[src/rtl/inj_seq_pkg.sv]
package inj_seq_pkg;

    localparam int unsigned CH_W   = 5;
    localparam int unsigned LEN_W  = 2;
    localparam int unsigned SEL_W  = 5;
    localparam int unsigned POL_W  = 2;
    localparam int unsigned WORD_W = 32;

    // edge code values
    localparam logic [POL_W-1:0] EDGE_OFF  = 2'b00;
    localparam logic [POL_W-1:0] EDGE_RISE = 2'b01;
    localparam logic [POL_W-1:0] EDGE_FALL = 2'b10;
    localparam logic [POL_W-1:0] EDGE_BOTH = 2'b11;

    // configuration word layout, MSB first
    typedef struct packed {
        logic [CH_W-1:0]  slot4;
        logic             gap3;
        logic [CH_W-1:0]  slot3;
        logic             gap2;
        logic [CH_W-1:0]  slot2;
        logic             gap1;
        logic [CH_W-1:0]  slot1;
        logic [POL_W-1:0] edge_code;
        logic [SEL_W-1:0] evt_sel;
        logic [LEN_W-1:0] len;
    } cfg_word_t;

endpackage

[src/rtl/inj_seq_cfg.sv]
module inj_seq_cfg
    import inj_seq_pkg::*;
#(
    parameter int unsigned N_SLOT = 4
) (
    input  logic                              clk,
    input  logic                              rst_n,
    input  logic                              we,
    input  logic [WORD_W-1:0]                 wdata,
    input  logic                              lock,
    output logic [WORD_W-1:0]                 rdata,
    output logic [LEN_W-1:0]                  len,
    output logic [SEL_W-1:0]                  evt_sel,
    output logic [POL_W-1:0]                  edge_code,
    output logic [N_SLOT-1:0][CH_W-1:0]       slots
);

    typedef struct packed {
        cfg_word_t word;
    } cfg_state_t;

    cfg_state_t st_d, st_q;
    cfg_word_t  wr_word;

    always_comb begin
        wr_word      = cfg_word_t'(wdata);
        wr_word.gap1 = 1'b0;
        wr_word.gap2 = 1'b0;
        wr_word.gap3 = 1'b0;

        st_d = st_q;
        if (we && !lock) begin
            st_d.word = wr_word;
        end
    end

    always_ff @(posedge clk or negedge rst_n) begin
        if (!rst_n) begin
            st_q <= '0;
        end else begin
            st_q <= st_d;
        end
    end

    assign rdata     = st_q.word;
    assign len       = st_q.word.len;
    assign evt_sel   = st_q.word.evt_sel;
    assign edge_code = st_q.word.edge_code;

    always_comb begin
        slots = '0;
        slots[0] = st_q.word.slot1;
        if (N_SLOT > 1) slots[1 % N_SLOT] = st_q.word.slot2;
        if (N_SLOT > 2) slots[2 % N_SLOT] = st_q.word.slot3;
        if (N_SLOT > 3) slots[3 % N_SLOT] = st_q.word.slot4;
    end

endmodule

[src/rtl/inj_seq_trig.sv]
module inj_seq_trig
    import inj_seq_pkg::*;
#(
    parameter int unsigned N_EVT       = 32,
    parameter int unsigned SYNC_STAGES = 2
) (
    input  logic                 clk,
    input  logic                 rst_n,
    input  logic [N_EVT-1:0]     evt,
    input  logic [SEL_W-1:0]     evt_sel,
    input  logic [POL_W-1:0]     edge_code,
    output logic                 hw_edge
);

    typedef struct packed {
        logic [SYNC_STAGES-1:0][N_EVT-1:0] sync;
        logic [N_EVT-1:0]                  prev;
    } trig_state_t;

    trig_state_t st_d, st_q;
    logic        cur_lvl, old_lvl;

    always_comb begin
        st_d = st_q;
        st_d.sync[0] = evt;
        for (int s = 1; s < SYNC_STAGES; s++) begin
            st_d.sync[s] = st_q.sync[s-1];
        end
        // keep the last level of every line so a select change makes no edge
        st_d.prev = st_q.sync[SYNC_STAGES-1];
    end

    always_ff @(posedge clk or negedge rst_n) begin
        if (!rst_n) begin
            st_q <= '0;
        end else begin
            st_q <= st_d;
        end
    end

    always_comb begin
        cur_lvl = st_q.sync[SYNC_STAGES-1][evt_sel];
        old_lvl = st_q.prev[evt_sel];
        unique case (edge_code)
            EDGE_RISE: hw_edge = cur_lvl & ~old_lvl;
            EDGE_FALL: hw_edge = ~cur_lvl & old_lvl;
            EDGE_BOTH: hw_edge = cur_lvl ^ old_lvl;
            default:   hw_edge = 1'b0;
        endcase
    end

endmodule

[src/rtl/inj_seq_fsm.sv]
module inj_seq_fsm
    import inj_seq_pkg::*;
#(
    parameter int unsigned N_SLOT = 4,
    parameter int unsigned MAX_CH = 19
) (
    input  logic                          clk,
    input  logic                          rst_n,
    input  logic                          start,
    input  logic [LEN_W-1:0]              len,
    input  logic [N_SLOT-1:0][CH_W-1:0]   slots,
    input  logic                          conv_done,
    output logic                          conv_req,
    output logic [CH_W-1:0]               conv_chan,
    output logic                          conv_err,
    output logic                          busy,
    output logic                          fin
);

    localparam int unsigned IDX_W = (N_SLOT > 1) ? $clog2(N_SLOT) : 1;

    typedef struct packed {
        logic             busy;
        logic             req;
        logic [IDX_W-1:0] idx;
        logic             fin;
    } seq_state_t;

    seq_state_t st_d, st_q;
    logic       last_slot;

    assign last_slot = (IDX_W'(st_q.idx) == IDX_W'(len));

    always_comb begin
        st_d     = st_q;
        st_d.fin = 1'b0;
        if (!st_q.busy) begin
            if (start) begin
                st_d.busy = 1'b1;
                st_d.req  = 1'b1;
                st_d.idx  = '0;
            end
        end else if (st_q.req && conv_done) begin
            if (last_slot) begin
                st_d.busy = 1'b0;
                st_d.req  = 1'b0;
                st_d.idx  = '0;
                st_d.fin  = 1'b1;
            end else begin
                st_d.idx = st_q.idx + 1'b1;
            end
        end
    end

    always_ff @(posedge clk or negedge rst_n) begin
        if (!rst_n) begin
            st_q <= '0;
        end else begin
            st_q <= st_d;
        end
    end

    assign conv_req  = st_q.req;
    assign conv_chan = slots[st_q.idx];
    assign conv_err  = st_q.req && (conv_chan > CH_W'(MAX_CH));
    assign busy      = st_q.busy;
    assign fin       = st_q.fin;

endmodule

[src/rtl/inj_seq.sv]
module inj_seq
    import inj_seq_pkg::*;
#(
    parameter int unsigned N_EVT       = 32,
    parameter int unsigned N_SLOT      = 4,
    parameter int unsigned MAX_CH      = 19,
    parameter int unsigned SYNC_STAGES = 2
) (
    input  logic              clk,
    input  logic              rst_n,
    input  logic              cfg_we,
    input  logic [31:0]       cfg_wdata,
    output logic [31:0]       cfg_rdata,
    input  logic              sw_start,
    input  logic              queue_mode,
    input  logic              queue_empty,
    input  logic [31:0]       ext_evt,
    output logic              conv_req,
    output logic [4:0]        conv_chan,
    input  logic              conv_done,
    output logic              conv_err,
    output logic              seq_busy,
    output logic              seq_end
);

    logic [LEN_W-1:0]            len;
    logic [SEL_W-1:0]            evt_sel;
    logic [POL_W-1:0]            edge_code;
    logic [N_SLOT-1:0][CH_W-1:0] slots;
    logic                        hw_edge;
    logic                        trig_block;
    logic                        go;

    inj_seq_cfg #(.N_SLOT(N_SLOT)) u_cfg (
        .clk       (clk),
        .rst_n     (rst_n),
        .we        (cfg_we),
        .wdata     (cfg_wdata),
        .lock      (seq_busy),
        .rdata     (cfg_rdata),
        .len       (len),
        .evt_sel   (evt_sel),
        .edge_code (edge_code),
        .slots     (slots)
    );

    inj_seq_trig #(.N_EVT(N_EVT), .SYNC_STAGES(SYNC_STAGES)) u_trig (
        .clk       (clk),
        .rst_n     (rst_n),
        .evt       (ext_evt[N_EVT-1:0]),
        .evt_sel   (evt_sel),
        .edge_code (edge_code),
        .hw_edge   (hw_edge)
    );

    assign trig_block = queue_mode & queue_empty;
    assign go         = ~trig_block & (sw_start | hw_edge);

    inj_seq_fsm #(.N_SLOT(N_SLOT), .MAX_CH(MAX_CH)) u_fsm (
        .clk       (clk),
        .rst_n     (rst_n),
        .start     (go),
        .len       (len),
        .slots     (slots),
        .conv_done (conv_done),
        .conv_req  (conv_req),
        .conv_chan (conv_chan),
        .conv_err  (conv_err),
        .busy      (seq_busy),
        .fin       (seq_end)
    );

endmodule

[config.mk]
export PLATFORM = sky130hd
export DESIGN_NAME = inj_seq
export DESIGN_NICKNAME = d
export VERILOG_FILES = /design/src/rtl/inj_seq_pkg.sv /design/src/rtl/inj_seq_cfg.sv /design/src/rtl/inj_seq_trig.sv /design/src/rtl/inj_seq_fsm.sv /design/src/rtl/inj_seq.sv
export SDC_FILE = /design/constraint.sdc
export NUM_CORES = 1
export LEC_CHECK = 0
export BUFFER_PORTS_ARGS = -buffer_cell sky130_fd_sc_hd__buf_2
export CAP_MARGIN = 20
export CELL_PAD_IN_SITES_DETAIL_PLACEMENT = 1
export CELL_PAD_IN_SITES_GLOBAL_PLACEMENT = 1
export CORE_ASPECT_RATIO = 1.5
export CORE_MARGIN = 4
export CORE_UTILIZATION = 43
export DETAILED_ROUTE_END_ITERATION = 10
export GPL_ROUTABILITY_DRIVEN = 0
export GPL_TIMING_DRIVEN = 0
export PLACE_DENSITY = 0.88
export SETUP_SLACK_MARGIN = 0.05
export SLEW_MARGIN = 5
export SYNTH_ARGS = -nofsm -noshare
export SYNTH_HDL_FRONTEND = slang
export SYNTH_SLANG_ARGS = --single-unit
[constraint.sdc]
create_clock -name clk -period 2.8 [get_ports clk]
set_input_delay 0.84 -clock clk [delete_from_list [all_inputs] [get_ports clk]]
set_output_delay 0.84 -clock clk [all_outputs]
set_load 0.005 [all_outputs]
==> flow_summary_export.csv <==
group,metric,value,unit
timing,grt_setup_unrepaired,"false",
floorplan,io_pins,112,
placement,pre_cts_ws,153,ps
critical_path,crit_path_start,"u_fsm.st_q[1]",
timing,setup_violations,0,
cells_and_area,layout_common_cells,"dfrtp_1, buf_2, mux2_2",
critical_path,r2r_cells,12,
floorplan,core.rowCount,45,
power,p_int,4.66,mW
clocking,htreeDepth,4,
drt,remaining_drc_errors,0,
cells_and_area,nNetsFinal,481,
cells_and_area,fill_cells,1043,
clocking,holdBufCountCts,0,
logic_synthesis,synth-simple-area-share,3.67,%
flow_run,maxCapViolations,0,
drt,drt-total-wl,11800,um
critical_path,endpoint_kind,"output port",
logic_synthesis,synth_fa_ha_area_share,0.548,%
drt,firstDrtPassIters,4,
grt,grt_max_degree,91,
grt,grt_pass1_vias,3450,
cells_and_area,seqCellArea,3260,um2
timing,slew_violations,0,
cells_and_area,instances_no_fill,563,
grt,grt_pass1_wl,18800,um
clocking,clock_latency,410,ps
clocking,cts_root_buf,"clkbuf_16",
clocking,max-clock-path-buffers,2,
critical_path,worstReg2RegEnd,"u_fsm.conv_req",
timing,worst_slack,92.4,ps
critical_path,crit_type,"register to output port",
clocking,clk_pin_slew,60,ps
timing,fin_skew,7.64,ps
placement,dpl.cell_count,529,
power,p_switching,2.16,mW
critical_path,required,1960,ps
critical_path,r2r_start,"u_cfg.evt_sel[1]",
floorplan,fp.coreArea,10200,um2
drt,vias,2860,
floorplan,dieArea,12400,um2
logic_synthesis,synth_compound_area_share,5.04,%
timing,finalCritPeriodShare,96.7,%
timing,whs,332,ps
timing,hold_viol_final,0,
logic_synthesis,ys_seq_elements,130,
logic_synthesis,synth.distinct_cells,40,
critical_path,start_kind,"register",
power,powerDensity,1140,nW/um2
cells_and_area,area_growth,30.9,%
logic_synthesis,yosysSeqAreaShare,71.3,%
cells_and_area,fin_area,5970,um2
grt,grt.total_usage,20.7,%
min_path,min-delay-path-class,"input port to async pin",
critical_path,cp.arrival,1870,ps
power,peakVddDrop,0.631,mV
logic_synthesis,synth-xor-area-share,0.384,%
run_status,status,"complete, no violations",
drt,drtIter0Drc,131,
power,comb_power_share,31.2,%
logic_synthesis,syn_area,4560,um2
logic_synthesis,synth_cells,280,
floorplan,dieHeight,134,um
drt,ant_nets,0,
critical_path,critPathMaxFanout,9,
critical_path,r2r_slack,140,ps
logic_synthesis,post_synth.cell_area_avg,16.3,um2
grt,grt_overflow,0,
timing,final.min_clock_period,2710,ps
power,leakage,2.81,nW
critical_path,crit_end,"conv_err",
drt,vias_per_cell,5.08,
cells_and_area,final_util,58.3,%
power,pwr-share-clk,32.1,%
cells_and_area,multi_input_area,1240,um2
logic_synthesis,yosysWarnings,0,
drt,avgRoutedWirePerCell,20.9,um
critical_path,slowest_stage,"mux4_2",
clocking,cts_buffers,17,
logic_synthesis,muxShareOfSynthArea,16.6,%
logic_synthesis,synth_top_family_by_area,"multiplexers",
clocking,cts_sinks,130,
critical_path,crit_chain,"buf_8 -> mux4_2 -> o211a_1 -> buf_2",
placement,dpl_cell_area,5310,um2
timing,fmax,369,MHz
critical_path,cpPeakStageDelay,520,ps
clocking,cts_tree,"yes",
placement,io_buffers,105,
grt,antenna_found_initial,2,
power,switching_share,31.7,%
placement,hpwl,7800,um
cells_and_area,final_common_cell,"dfrtp_1",
cells_and_area,final_layout_size_suffix_gt1_share,47.6,%
power,seq_power_share,36.7,%
floorplan,dieWidth,92.1,um
floorplan,initial_core_util,44.5,%
## what timing repair did
item / 4_1_cts / 5_1_grt
setup endpoints to repair: 4 / 5
pin swaps: 2 / 2
gates resized for setup: 6 / 11
buffers inserted: 0 / 1
## metal layers
layer	GRT usage [%]	vias to the layer above	part of all wire, %
met5	0	-	0
met4	12.6	0	4.4
met3	5.27	35	3.2
met2	37.7	89	58
met1	20.8	1494	34
li1	-	1242	-
## cells by family after synthesis
kind of cell	count (synthesis)
AOI/OAI and AO/OA	33
xor gates and xnor gates	2
adders and majority gates	2
buffers and inverters	15
DFF	130
muxes	65
other	1
and+or+nand+nor	32
## cells in the mapped netlist
master / count / area share (%)
nand2_1: 11 / 0.90
o21ai_2: 1 / 0.19
or3b_1: 1 / 0.19
buf_6: 3 / 0.74
o21bai_1: 2 / 0.33
nand3_1: 4 / 0.44
a211o_1: 1 / 0.19
mux2i_1: 26 / 5.7
ha_1: 2 / 0.55
o211a_1: 1 / 0.22
o21a_1: 1 / 0.16
nand2_2: 1 / 0.14
a22o_1: 2 / 0.38
nor2b_1: 4 / 0.55
o21ai_0: 2 / 0.22
o21ai_1: 4 / 0.44
nor3_1: 4 / 0.44
a21o_1: 1 / 0.16
o211ai_2: 1 / 0.27
nor2_1: 1 / 0.082
a21oi_1: 7 / 0.77
nor2_2: 1 / 0.14
mux2_2: 30 / 7.4
nand2b_1: 2 / 0.27
o211ai_1: 1 / 0.16
mux4_2: 5 / 2.5
conb_1: 1 / 0.082
xor2_1: 2 / 0.38
mux2_1: 3 / 0.74
inv_1: 1 / 0.082
dfrtp_1: 130 / 71
nand3b_1: 1 / 0.16
a22oi_1: 5 / 0.82
a311oi_1: 2 / 0.38
nor4b_1: 1 / 0.19
a211oi_1: 2 / 0.33
nor3b_1: 1 / 0.16
buf_4: 6 / 0.99
buf_2: 5 / 0.55
mux2_4: 1 / 0.33
## power by group through the flow
stage | Clock, mW | Combinational (mW) | Sequential [mW]
global route | 2.33 | 2.31 | 2.55
floorplan | 0 | 1.21 | 2.45
global placement | 0 | 1.88 | 2.47
detailed placement | 0 | 1.95 | 2.51
finish | 2.19 | 2.13 | 2.50
CTS | 2.23 | 2.06 | 2.50
## sequential cells by signal, summed over array words and instances (netlist names)
name	cells
u_cfg.edge_code	2
u_cfg.evt_sel	5
u_cfg.len	2
u_cfg.rdata	20
u_fsm.busy	1
u_fsm.conv_req	1
u_fsm.fin	1
u_fsm.st_q	2
u_trig.st_d	64
u_trig.st_q	32
## critical path, delay by kind of cell, from the launching register on
family	cells	cell delay [ps]
compound gates	1	230
buf+inv	2	310
flops	1	400
mux	1	520
## metrics by stage
stage | power, mW | TNS (ps)
after global placement | 4.35 | -74510
after global routing | 7.19 | 0
after CTS | 6.78 | 0
after floorplan | 3.66 | 0
final | 6.82 | 0
after detailed placement | 4.46 | 0
## worst min-delay path by stage
stage | start | end | slack (ps) | depth (start not counted)
5_1_grt | rst_n | u_trig.st_d[18] | 340 | 1
2_1_floorplan | u_trig.st_d[64] | u_trig.st_d[0] | 330 | 0
3_3_place_gp | u_trig.st_d[71] | u_trig.st_d[7] | 330 | 0
6_report | rst_n | u_trig.st_d[18] | 330 | 1
3_5_place_dp | u_trig.st_d[77] | u_trig.st_d[13] | 340 | 0
4_1_cts | rst_n | u_trig.st_d[18] | 330 | 1
## final cells by class
| cell class | count | share of cell area (%) |
|---|---|---|
| Clock inverter | 10 | 2.09 |
| Sequential cell | 130 | 54.5 |
| Inverter | 1 | 0.0628 |
| Tap cell | 141 | 2.95 |
| Timing Repair Buffer | 107 | 9.49 |
| Clock buffer | 21 | 7.88 |
| Multi-Input combinational cell | 137 | 20.8 |
| Buffer | 14 | 2.12 |
| Antenna cell | 2 | 0.0838 |
Note: power is estimated with default switching activity, not from simulation.
